## src/rtl/mrf_pkg.sv

```systemverilog
package mrf_pkg;

    localparam int CID_N = 8;
    localparam int CID_W = 3;

    localparam logic [11:0] A_CTRL    = 12'h000;
    localparam logic [11:0] A_STAT    = 12'h008;
    localparam logic [11:0] A_CLR     = 12'h00C;
    localparam logic [11:0] A_ERRINFO = 12'h020;
    localparam logic [11:0] A_ERROFF  = 12'h024;

    localparam logic [5:0] SUB_CFG = 6'h00;
    localparam logic [5:0] SUB_LO  = 6'h04;
    localparam logic [5:0] SUB_HI  = 6'h08;
    localparam logic [5:0] SUB_CID = 6'h0C;

    typedef enum logic [2:0] {
        V_GRANT      = 3'd0,
        V_NO_REGION  = 3'd1,
        V_SECURITY   = 3'd2,
        V_PRIVILEGE  = 3'd3,
        V_PERMISSION = 3'd4
    } verdict_e;

    typedef struct packed {
        logic             en;
        logic             sec;
        logic             enc;
        logic [CID_N-1:0] priv;
        logic [CID_N-1:0] rd_en;
        logic [CID_N-1:0] wr_en;
    } rgn_attr_t;

    typedef struct packed {
        logic             write;
        logic             secure;
        logic             privileged;
        logic [CID_W-1:0] cid;
    } txn_t;

    function automatic verdict_e judge(logic hit, rgn_attr_t a, txn_t t);
        if (!hit)
            return V_NO_REGION;
        if (a.sec && !t.secure)
            return V_SECURITY;
        if (a.priv[t.cid] && !t.privileged)
            return V_PRIVILEGE;
        if (t.write ? !a.wr_en[t.cid] : !a.rd_en[t.cid])
            return V_PERMISSION;
        return V_GRANT;
    endfunction

    function automatic logic [31:0] cfg_word(rgn_attr_t a);
        return {8'h00, a.priv, a.enc, 6'h00, a.sec, 7'h00, a.en};
    endfunction

    function automatic logic [31:0] cid_word(rgn_attr_t a);
        return {8'h00, a.wr_en, 8'h00, a.rd_en};
    endfunction

    function automatic logic [15:0] fault_word(verdict_e v, txn_t t);
        return {5'h00, v, 1'b0, t.cid, 1'b0, t.privileged, t.secure, t.write};
    endfunction

endpackage

```

## src/rtl/mrf_regs.sv

```systemverilog
module mrf_regs
    import mrf_pkg::*;
#(
    parameter int N_RGN    = 4,
    parameter int ADDR_W   = 32,
    parameter int GRAN_LSB = 12,
    parameter int FIELD_W  = 8
) (
    input  logic                            clk,
    input  logic                            rst,
    input  logic                            bus_we,
    input  logic [11:0]                     bus_addr,
    input  logic [31:0]                     bus_wdata,
    input  logic [2:0]                      flags,
    input  logic [15:0]                     err_info,
    input  logic [ADDR_W-1:0]               err_off,
    output logic [31:0]                     bus_rdata,
    output rgn_attr_t [N_RGN-1:0]           attr,
    output logic [N_RGN-1:0][FIELD_W-1:0]   lo,
    output logic [N_RGN-1:0][FIELD_W-1:0]   hi,
    output logic                            locked,
    output logic                            cfg_err,
    output logic [2:0]                      clr_mask
);
    localparam int FMSB = GRAN_LSB + FIELD_W - 1;

    logic [5:0]       grp;
    logic [5:0]       sub;
    logic             ctrl_hit;
    logic [N_RGN-1:0] grp_hit;
    logic             bad_enc;
    logic             wr_ok;
    logic             unused_wdata;

    assign grp          = bus_addr[11:6];
    assign sub          = bus_addr[5:0];
    assign ctrl_hit     = (bus_addr == A_CTRL);
    assign bad_enc      = bus_wdata[15] && !bus_wdata[8];
    assign wr_ok        = bus_we && !locked;
    assign unused_wdata = ^bus_wdata;

    always_comb begin
        if (locked)
            cfg_err = bus_we && (ctrl_hit || (|grp_hit));
        else
            cfg_err = bus_we && (|grp_hit) && (sub == SUB_CFG) && bad_enc;
    end

    assign clr_mask = (bus_we && bus_addr == A_CLR) ? bus_wdata[2:0] : 3'b000;

    always_ff @(posedge clk) begin
        if (rst)
            locked <= 1'b0;
        else if (wr_ok && ctrl_hit && bus_wdata[0])
            locked <= 1'b1;
    end

    for (genvar g = 0; g < N_RGN; g++) begin : g_rgn
        rgn_attr_t          a_q;
        logic [FIELD_W-1:0] lo_q;
        logic [FIELD_W-1:0] hi_q;

        assign grp_hit[g] = (grp == 6'(g + 1));

        always_ff @(posedge clk) begin
            if (rst) begin
                a_q  <= '0;
                lo_q <= '0;
                hi_q <= '0;
            end else if (wr_ok && grp_hit[g]) begin
                case (sub)
                    SUB_CFG: if (!bad_enc) begin
                        a_q.en   <= bus_wdata[0];
                        a_q.sec  <= bus_wdata[8];
                        a_q.enc  <= bus_wdata[15];
                        a_q.priv <= bus_wdata[23:16];
                    end
                    SUB_LO:  lo_q <= bus_wdata[FMSB:GRAN_LSB];
                    SUB_HI:  hi_q <= bus_wdata[FMSB:GRAN_LSB];
                    SUB_CID: begin
                        a_q.rd_en <= bus_wdata[7:0];
                        a_q.wr_en <= bus_wdata[23:16];
                    end
                    default: ;
                endcase
            end
        end

        assign attr[g] = a_q;
        assign lo[g]   = lo_q;
        assign hi[g]   = hi_q;
    end

    always_comb begin
        bus_rdata = '0;
        case (bus_addr)
            A_CTRL:    bus_rdata = {31'h0, locked};
            A_STAT:    bus_rdata = {29'h0, flags};
            A_ERRINFO: bus_rdata = {16'h0, err_info};
            A_ERROFF:  bus_rdata = 32'(err_off);
            default: begin
                for (int g = 0; g < N_RGN; g++) begin
                    if (grp_hit[g]) begin
                        case (sub)
                            SUB_CFG: bus_rdata = cfg_word(attr[g]);
                            SUB_LO:  bus_rdata = 32'(lo[g]) << GRAN_LSB;
                            SUB_HI:  bus_rdata = 32'(hi[g]) << GRAN_LSB;
                            SUB_CID: bus_rdata = cid_word(attr[g]);
                            default: bus_rdata = '0;
                        endcase
                    end
                end
            end
        endcase
    end

endmodule

```

## src/rtl/mrf_match.sv

```systemverilog
module mrf_match
    import mrf_pkg::*;
#(
    parameter int N_RGN   = 4,
    parameter int FIELD_W = 8
) (
    input  rgn_attr_t [N_RGN-1:0]          attr,
    input  logic [N_RGN-1:0][FIELD_W-1:0]  lo,
    input  logic [N_RGN-1:0][FIELD_W-1:0]  hi,
    input  logic [FIELD_W-1:0]             field,
    output logic                           hit,
    output rgn_attr_t                      sel
);
    logic [N_RGN-1:0] cand;

    for (genvar g = 0; g < N_RGN; g++) begin : g_cmp
        assign cand[g] = attr[g].en && (field >= lo[g]) && (field <= hi[g]);
    end

    always_comb begin
        sel = '0;
        for (int g = N_RGN - 1; g >= 0; g--) begin
            if (cand[g])
                sel = attr[g];
        end
    end

    assign hit = |cand;

endmodule

```

## src/rtl/mrf_faults.sv

```systemverilog
module mrf_faults #(
    parameter int ADDR_W = 32
) (
    input  logic              clk,
    input  logic              rst,
    input  logic              deny,
    input  logic [15:0]       info,
    input  logic [ADDR_W-1:0] offset,
    input  logic              cfg_err,
    input  logic [2:0]        clr_mask,
    output logic [2:0]        flags,
    output logic [15:0]       err_info,
    output logic [ADDR_W-1:0] err_off
);
    logic [2:0] after_clr;
    logic       capture;

    assign after_clr = flags & ~clr_mask;
    assign capture   = deny && !after_clr[1];

    always_ff @(posedge clk) begin
        if (rst) begin
            flags    <= '0;
            err_info <= '0;
            err_off  <= '0;
        end else begin
            flags[0] <= after_clr[0] | cfg_err;
            flags[1] <= after_clr[1] | deny;
            flags[2] <= after_clr[2] | (deny && after_clr[1]);
            if (capture) begin
                err_info <= info;
                err_off  <= offset;
            end
        end
    end

endmodule

```

## src/rtl/mem_region_filter.sv

```systemverilog
module mem_region_filter
    import mrf_pkg::*;
#(
    parameter int                N_RGN    = 4,
    parameter int                ADDR_W   = 32,
    parameter int                GRAN_LSB = 12,
    parameter int                FIELD_W  = 8,
    parameter logic [ADDR_W-1:0] MEM_BASE = 32'h8000_0000
) (
    input  logic              clk,
    input  logic              rst,
    input  logic              bus_we,
    input  logic [11:0]       bus_addr,
    input  logic [31:0]       bus_wdata,
    output logic [31:0]       bus_rdata,
    input  logic              req_valid,
    input  logic [ADDR_W-1:0] req_addr,
    input  logic              req_write,
    input  logic              req_secure,
    input  logic              req_priv,
    input  logic [2:0]        req_cid,
    output logic              resp_valid,
    output logic              resp_grant,
    output logic [2:0]        resp_reason
);
    rgn_attr_t [N_RGN-1:0]          attr;
    logic [N_RGN-1:0][FIELD_W-1:0]  lo;
    logic [N_RGN-1:0][FIELD_W-1:0]  hi;
    logic                           cfg_locked;
    logic                           cfg_err;
    logic [2:0]                     clr_mask;
    logic [2:0]                     flags;
    logic [15:0]                    err_info;
    logic [ADDR_W-1:0]              err_off;
    logic [ADDR_W-1:0]              offset;
    logic [FIELD_W-1:0]             field;
    logic                           m_hit;
    rgn_attr_t                      m_attr;
    txn_t                           txn;
    verdict_e                       verdict;
    logic                           deny;

    assign offset = req_addr - MEM_BASE;
    assign field  = FIELD_W'(offset >> GRAN_LSB);
    assign txn    = '{write: req_write, secure: req_secure,
                      privileged: req_priv, cid: req_cid};

    mrf_regs #(
        .N_RGN(N_RGN), .ADDR_W(ADDR_W), .GRAN_LSB(GRAN_LSB), .FIELD_W(FIELD_W)
    ) u_regs (
        .clk(clk), .rst(rst), .bus_we(bus_we), .bus_addr(bus_addr),
        .bus_wdata(bus_wdata), .flags(flags), .err_info(err_info),
        .err_off(err_off), .bus_rdata(bus_rdata), .attr(attr), .lo(lo),
        .hi(hi), .locked(cfg_locked), .cfg_err(cfg_err), .clr_mask(clr_mask)
    );

    mrf_match #(
        .N_RGN(N_RGN), .FIELD_W(FIELD_W)
    ) u_match (
        .attr(attr), .lo(lo), .hi(hi), .field(field), .hit(m_hit), .sel(m_attr)
    );

    assign verdict = judge(m_hit, m_attr, txn);
    assign deny    = req_valid && (verdict != V_GRANT);

    mrf_faults #(
        .ADDR_W(ADDR_W)
    ) u_faults (
        .clk(clk), .rst(rst), .deny(deny), .info(fault_word(verdict, txn)),
        .offset(offset), .cfg_err(cfg_err), .clr_mask(clr_mask),
        .flags(flags), .err_info(err_info), .err_off(err_off)
    );

    always_ff @(posedge clk) begin
        if (rst) begin
            resp_valid  <= 1'b0;
            resp_grant  <= 1'b0;
            resp_reason <= V_GRANT;
        end else begin
            resp_valid  <= req_valid;
            resp_grant  <= req_valid && (verdict == V_GRANT);
            resp_reason <= req_valid ? verdict : V_GRANT;
        end
    end

endmodule

```

## config.mk

```make
export PLATFORM = sky130hd
export DESIGN_NAME = mem_region_filter
export DESIGN_NICKNAME = d
export VERILOG_FILES = /design/src/rtl/mrf_pkg.sv /design/src/rtl/mrf_regs.sv /design/src/rtl/mrf_match.sv /design/src/rtl/mrf_faults.sv /design/src/rtl/mem_region_filter.sv
export SDC_FILE = /design/constraint.sdc
export NUM_CORES = 1
export LEC_CHECK = 0
export BUFFER_PORTS_ARGS = -buffer_cell sky130_fd_sc_hd__buf_2
export CAP_MARGIN = 10
export CORE_ASPECT_RATIO = 1.5
export CORE_MARGIN = 10
export CORE_UTILIZATION = 50
export CTS_CLUSTER_DIAMETER = 80
export CTS_CLUSTER_SIZE = 40
export DETAILED_ROUTE_END_ITERATION = 8
export PLACE_DENSITY = 0.69
export SKIP_CTS_REPAIR_TIMING = 1
export SYNTH_ARGS = -nofsm -noshare
export SYNTH_HDL_FRONTEND = slang
export SYNTH_SLANG_ARGS = --single-unit
```

## constraint.sdc

```tcl
create_clock -name clk -period 3.5 [get_ports clk]
set_input_delay 0.175 -clock clk [delete_from_list [all_inputs] [get_ports clk]]
set_output_delay 0.175 -clock clk [all_outputs]
set_load 0.1 [all_outputs]
```

==> results_dict.tcl, run 1 <==
set metrics [dict create \
    cp_slowest_cell "o2111ai_2" \
    violations "design-rule violations, negative hold slack, negative setup slack" \
    min_from "bus_wdata[23]" \
    max_stage_delay_ns 0.37 \
    initialDrtViolationCount 1260 \
    dpl_cell_area_um2 14430 \
    avgSynthCellArea_um2 8.233 \
    fin_area_um2 15670 \
    total_power_mw 4.981 \
    cellPowerDensity_nw_per_um2 317.8 \
    cts.clk_slew.worst_paths_ns 0.14 \
    crit_type "flop to flop" \
    cts_tree "yes" \
    critical_path_buf_inv_count 4 \
    timing.final.crit_share_pct 105.2 \
    min_to "u_regs.attr[34]$_SDFFE_PP0P_" \
    max_freq_mhz 271.6 \
    vias_per_cell 6.359 \
    dp_hpwl_um 34020 \
    netlist_top_cells_count "dfxtp_1, nand2_1, nor2_1" \
    worst_pin_slew_ns 0.8509 \
    wire_per_inst_um 23.12 \
    crit_family "compound AO/OA/AOI/OAI gates" \
    peakVddDrop_mv 0.2861 \
    startpoint_type "flop" \
    synth_area_um2 12650 \
    clock_skew_ns 0.02911 \
    synthTopCellsByArea "dfxtp_1, mux2i_1, ha_1" \
    hold_depth 3 \
    fp.dieArea_um2 32200 \
    first_global_vias 12323 \
    root_buffer "clkbuf_16" \
    fin_hold_ws_ns -0.004948 \
    endpoint_kind "flop" \
    synth_cell_type_count 80 \
    nNetsFinal 1865 \
    die_w_um 149.9 \
    tns_ns -5.739 \
    min-delay-path-class "input pin to flop" \
    p_leak_nw 5.539 \
    yosys_warnings 0 \
    timing_hold_violations_final 3 \
    path_max_fanout 6 \
    finalWirelength_um 47380 \
    multi_input_area_um2 7636 \
    arrival_ns 4.09 \
    routed-via-count 13030 \
    ant_nets 0 \
    clock-sinks 222 \
    clock_path_buffers 3 \
    finalNonFillerCells 2049 \
    post-route-worst-setup-slack_ns -0.1817 \
    io_pins 123 \
    grt_max_degree 104 \
    async_flop_share_pct 0 \
    antenna_found_initial 4 \
    crit_chain "inv_2 > ha_4 > and3_4 > a221o_1 > a22oi_2 > buf_2 > a21boi_0 > o211ai_1 > a22oi_1 > o2111ai_2 > nand4_1 > o31ai_4 > buf_6 > buf_12 > nor3_1 > a211oi_1" \
    synth_top_cell_by_area "dfxtp_1" \
    drc 2 \
    gp_congestion 0.9569 \
    slew_viol_final 0 \
    required_ns 3.91 \
    port_buffers 111 \
    rsz0062_at_grt "true" \
    dp_slack_ns -0.2061 \
    areaGrowthSynthToFinish_pct 23.86 \
    synth_edf_count 0 \
    finalSetupViolations 41 \
    synthFlopType "dfxtp_1" \
    cts_buffers 11 \
    nFillCells 2235 \
    clkLatencyLatePin_ns 0.51 \
    grt_first_pass_wirelength_um 69630 \
    drive_gt1_share_pct 21.70 \
    status "finished, violations left" \
    synth_most_common_cell "dfxtp_1" \
    synth_seq_area_share_pct 35.12 \
    maxCapViolCount 0 \
    dp.cells 1976 \
    reg2reg_to "u_faults.err_info[9]$_SDFFE_PP0P_" \
    grt.overflow.total 0 \
    relSlewSlack_pct 43.27 \
    h-tree-depth 1 \
    grtUsageTotal_pct 27.31 \
    first_pass_iters 9 \
    start_util_pct 50.51 \
    ys_ff_latch 222 \
    timing.rr.start "u_regs.g_rgn[2].hi_q[1]$_SDFFE_PP0P_" \
    synth_nets 1687 \
    finalWorstPathRequiredPeriod_ns 3.682 \
    seqCellArea_um2 4452 \
    netlist.area_leader.share_pct 35.12 \
    timing.reg2reg.setup_slack_ns -0.18 \
    core.rowCount 71 \
    r2r_cells 16 \
    utilization_pct 62.56 \
    synth_cells 1537 \
    core_region_area_um2 25050 \
    chipHeight_um 214.8 \
]
worst register-to-register path, cell delays in order, from the launching register on:
cell and delay, ns:
dfxtp_2 0.36, inv_2 0.05, ha_4 0.23, and3_4 0.16, a221o_1 0.34, a22oi_2 0.33, buf_2 0.22, a21boi_0 0.09
o211ai_1 0.29, a22oi_1 0.19, o2111ai_2 0.37, nand4_1 0.26, o31ai_4 0.15, buf_6 0.20, buf_12 0.13, nor3_1 0.05
a211oi_1 0.16
flip-flops by register name (all words and copies together), names as in the netlist:
| register | count |
|---|---|
| u_faults.err_off | 32 |
| u_faults.err_info | 9 |
| u_regs.locked | 1 |
| resp_valid | 1 |
| u_regs.attr | 108 |
| resp_grant | 1 |
| resp_reason | 3 |
| u_regs.g_rgn.hi_q | 32 |
| u_regs.g_rgn.lo_q | 32 |
| u_faults.flags | 3 |
per-layer routing:
layer	track usage, %	part of all wire [%]
met3	3.891	6.9
met2	47.25	50
met4	16.67	7.1
met5	0	0.042
met1	30.70	36
cell families (layout without fill, tap and decap cells):
family / Yosys count / in the layout / share of synthesized area, %
AOI/OAI and AO/OA: 446 / 446 / 23.55
buffers and inverters: 192 / 374 / 6.823
DFF: 222 / 222 / 35.12
other: 0 / 2 / 0
and+or+nand+nor: 478 / 478 / 16.71
muxes: 135 / 135 / 11.46
adders and majority gates: 64 / 64 / 6.329
power breakdown:
part / internal [mW] / total [mW] / switching, mW / leakage, nW
Combinational: 0.296 / 0.737 / 0.441 / 3.56
Sequential: 2.57 / 2.60 / 0.0275 / 1.80
Clock: 0.701 / 1.65 / 0.947 / 0.184
area by class of cell:
class	instances	area share (%)
multi-input combinational	1123	48.72
sequential	222	28.40
timing repair buffer	288	16.11
tap	328	2.619
clock buffer	11	1.756
inverter	69	1.653
clock inverter	6	0.7025
antenna	2	0.03193
cells in the final DEF, fill, tap and decap left out, types with 6 or more instances in the layout:
cell,netlist,final
a221o_1,15,15
o21ai_1,19,28
a22o_1,14,14
buf_4,2,110
inv_1,68,65
buf_2,14,96
a21oi_1,132,128
buf_12,0,33
a31oi_1,14,13
o21ai_2,2,18
mux2i_1,119,118
o21ai_0,65,37
o211ai_1,18,18
dfxtp_1,222,216
dlygate4sd3_1,0,34
dfxtp_2,0,6
o31ai_1,12,12
a221oi_1,22,19
a22oi_1,47,46
nor2_1,154,153
a21boi_0,9,7
nor2b_1,6,6
nor3_2,2,6
a211oi_1,7,7
nand2_1,177,174
ha_1,64,60
mux2_2,9,9
nor3_1,15,11
o221ai_1,7,7
and3_1,19,19
nand4_1,11,11
and2_1,12,12
buf_6,9,10
nand2b_1,6,6
clkbuf_16,0,14
mux4_2,7,7
a32oi_1,6,6
o22ai_1,21,19
nand3_1,54,54
worst max-delay path by stage:
stage                                    startpoint                           endpoint  cells after the start
6_report       u_regs.g_rgn[2].hi_q[1]$_SDFFE_PP0P_  u_faults.err_info[9]$_SDFFE_PP0P_                     16
3_5_place_dp   u_regs.g_rgn[2].hi_q[3]$_SDFFE_PP0P_   u_faults.err_off[4]$_SDFFE_PP0P_                     17
5_1_grt        u_regs.g_rgn[2].hi_q[1]$_SDFFE_PP0P_  u_faults.err_info[4]$_SDFFE_PP0P_                     16
4_1_cts        u_regs.g_rgn[2].hi_q[3]$_SDFFE_PP0P_   u_faults.err_off[4]$_SDFFE_PP0P_                     17
3_3_place_gp   u_regs.g_rgn[2].hi_q[3]$_SDFFE_PP0P_  u_faults.err_info[9]$_SDFFE_PP0P_                     15
2_1_floorplan                           bus_addr[4]                       bus_rdata[0]                      8
Power figures use the tool's default switching activity.
==> inputs of run 2 (changes only) <==
--- a/config.mk
+++ b/config.mk
@@ -9,12 +9,13 @@
 export CAP_MARGIN = 10
 export CORE_ASPECT_RATIO = 1.5
 export CORE_MARGIN = 10
-export CORE_UTILIZATION = 50
+export CORE_UTILIZATION = 55
 export CTS_CLUSTER_DIAMETER = 80
 export CTS_CLUSTER_SIZE = 40
 export DETAILED_ROUTE_END_ITERATION = 8
-export PLACE_DENSITY = 0.69
+export PLACE_DENSITY = 0.75
 export SKIP_CTS_REPAIR_TIMING = 1
 export SYNTH_ARGS = -nofsm -noshare
 export SYNTH_HDL_FRONTEND = slang
+export SYNTH_HIERARCHICAL = 1
 export SYNTH_SLANG_ARGS = --single-unit
==> results_dict.tcl, run 2 <==
set metrics [dict create \
    status "finished, violations left" \
    violations "negative hold slack, negative setup slack" \
    port_buffers 111 \
    wl_met3_um 3620 \
    max_stage_delay_ns 0.47 \
    crit_family "simple AND/OR/NAND/NOR gates" \
    synth_cells 1641 \
    core.rowCount 70 \
    p_leak_nw 6.098 \
    die_w_um 148 \
    cellPowerDensity_nw_per_um2 296.9 \
    gp_congestion 1.020 \
    startpoint_type "flop" \
    fin_hold_ws_ns -0.002447 \
    crit_chain "inv_1 > ha_1 > nor2b_1 > o211ai_1 > a211oi_2 > nor4b_4 > nor2_4 > clkbuf_16 > nand2_1 > a31oi_1 > mux4_2 > nand3b_1 > nand4_1 > a21boi_2 > nor2b_4 > buf_6 > buf_12 > mux2i_1" \
    crit_type "flop to flop" \
    wire_per_inst_um 22.84 \
    vias_per_cell 6.173 \
    finalWirelength_um 49600 \
    endpoint_kind "flop" \
    drc 0 \
    utilization_pct 68.03 \
    io_pins 123 \
    nFillCells 2042 \
    final_common_cell "nand2_1" \
    arrival_ns 4.36 \
    nNetsFinal 1993 \
    clock_skew_ns 0.03354 \
    route.met2.wl_um 24320 \
    grt_first_pass_wirelength_um 72760 \
    routed-via-count 13408 \
    clock_path_buffers 3 \
    start_util_pct 55.51 \
    grt.overflow.total 0 \
    root_buffer "clkbuf_16" \
    first_global_vias 12873 \
    grtUsageTotal_pct 29.39 \
    cts_buffers 11 \
    clock-sinks 229 \
    layout_common_cells "nand2_1, dfxtp_1, a21oi_1" \
    grt_max_degree 140 \
    cts_tree "yes" \
    finalWorstPathRequiredPeriod_ns 3.943 \
    antenna_found_initial 0 \
    timing_hold_violations_final 2 \
    finalSetupViolations 48 \
    first_pass_iters 8 \
    top_layer "met4" \
    drt-met1-wl_um 17830 \
    required_ns 3.91 \
    timing.final.crit_share_pct 112.6 \
    chipHeight_um 212 \
    yosys_warnings 6 \
    synth_area_um2 13520 \
    maxCapViolCount 0 \
    h-tree-depth 1 \
    path_max_fanout 12 \
    ant_nets 0 \
    cts.clk_slew.worst_paths_ns 0.14 \
    max_freq_mhz 253.6 \
    avgSynthCellArea_um2 8.237 \
    slew_viol_final 0 \
    critical_path_buf_inv_count 4 \
    post-route-worst-setup-slack_ns -0.4427 \
    clkLatencyLatePin_ns 0.51 \
    cp_slowest_cell "mux4_2" \
    largest_reg_flops 108 \
    relSlewSlack_pct 34.02 \
    fp.dieArea_um2 31380 \
    rsz0062_at_grt "true" \
    dp_hpwl_um 35070 \
    dp_slack_ns -0.5458 \
    worst_pin_slew_ns 0.9861 \
    areaGrowthSynthToFinish_pct 22.54 \
    min-delay-path-class "input pin to flop" \
    peakVddDrop_mv 0.3674 \
    initialDrtViolationCount 1289 \
    core_region_area_um2 24350 \
    drive_gt1_share_pct 23.66 \
]
==> run 2: cell types whose count changed in the layout (fill, tap and decap cells not counted), moves of 15 or more <==
cell	before	now
a31oi_2	0	19
a21oi_1	128	187
nand2_1	174	338
nand2b_1	6	104
nor2_1	153	44
a22oi_1	46	28
buf_4	110	136
o21ai_2	18	3
mux2i_1	118	79
o21ai_1	28	0
==> run 2: where the power goes <==
part	switching, mW	internal, mW
sequential	0.0223	2.64
clock	0.980	0.658
combinational	0.356	0.259
==> run 2: area by class of cell <==
| class | count | area, um2 | area share, % |
|---|---|---|---|
| well taps | 324 | 405.4 | 2.447 |
| diodes | 1 | 2.502 | 0.01511 |
| repair buffers | 309 | 2600 | 15.70 |
| clock buffers | 12 | 289.0 | 1.745 |
| flip-flops and latches | 229 | 4592 | 27.72 |
| multi-input cells | 1227 | 8341 | 50.35 |
| clock inverters | 5 | 90.09 | 0.5439 |
| inverters | 65 | 244.0 | 1.473 |
==> run 2: final timing paths <==
kind	from	end	slack [ns]	cells past startpoint
worst max-delay path	u_regs/g_rgn[2].hi_q[1]$_SDFFE_PP0P_	u_faults/err_off[31]$_SDFFE_PP0P_	-0.44	18
worst min-delay path	bus_wdata[14]	u_regs/g_rgn[0].hi_q[2]$_SDFFE_PP0P_	-0.002	3
worst max register to register	u_regs/g_rgn[2].hi_q[1]$_SDFFE_PP0P_	u_faults/err_off[31]$_SDFFE_PP0P_	-0.44	18
worst min register to register	u_regs/attr[24]$_SDFFE_PP0P_	u_regs/attr[24]$_SDFFE_PP0P_	0.47	2
==> run 2: through the flow <==
stage | power, mW | instance area, um2 | instances | TNS [ns]
2_1_floorplan | 3.050 | 13650 | 1647 | 0
5_1_grt | 5.049 | 16560 | 2171 | -21.48
3_3_place_gp | 3.239 | 15230 | 2094 | -20.03
3_5_place_dp | 3.253 | 15230 | 2094 | -23.54
4_1_cts | 4.850 | 15610 | 2111 | -24.79
6_report | 4.918 | 16560 | 2172 | -15.48
==> run 2: per-layer routing <==
| metal | up-vias | GRT usage, % |
|---|---|---|
| met2 | 750 | 50.30 |
| met3 | 219 | 5.235 |
| met1 | 6317 | 32.19 |
| li1 | 6122 | - |
| met4 | 0 | 20.80 |
| met5 | - | 0 |
==> run 2: tightest hold or removal path, cell delays in order <==
cell,delay (ns)
buf_2,0.17
nand2_1,0.07
a21oi_1,0.05
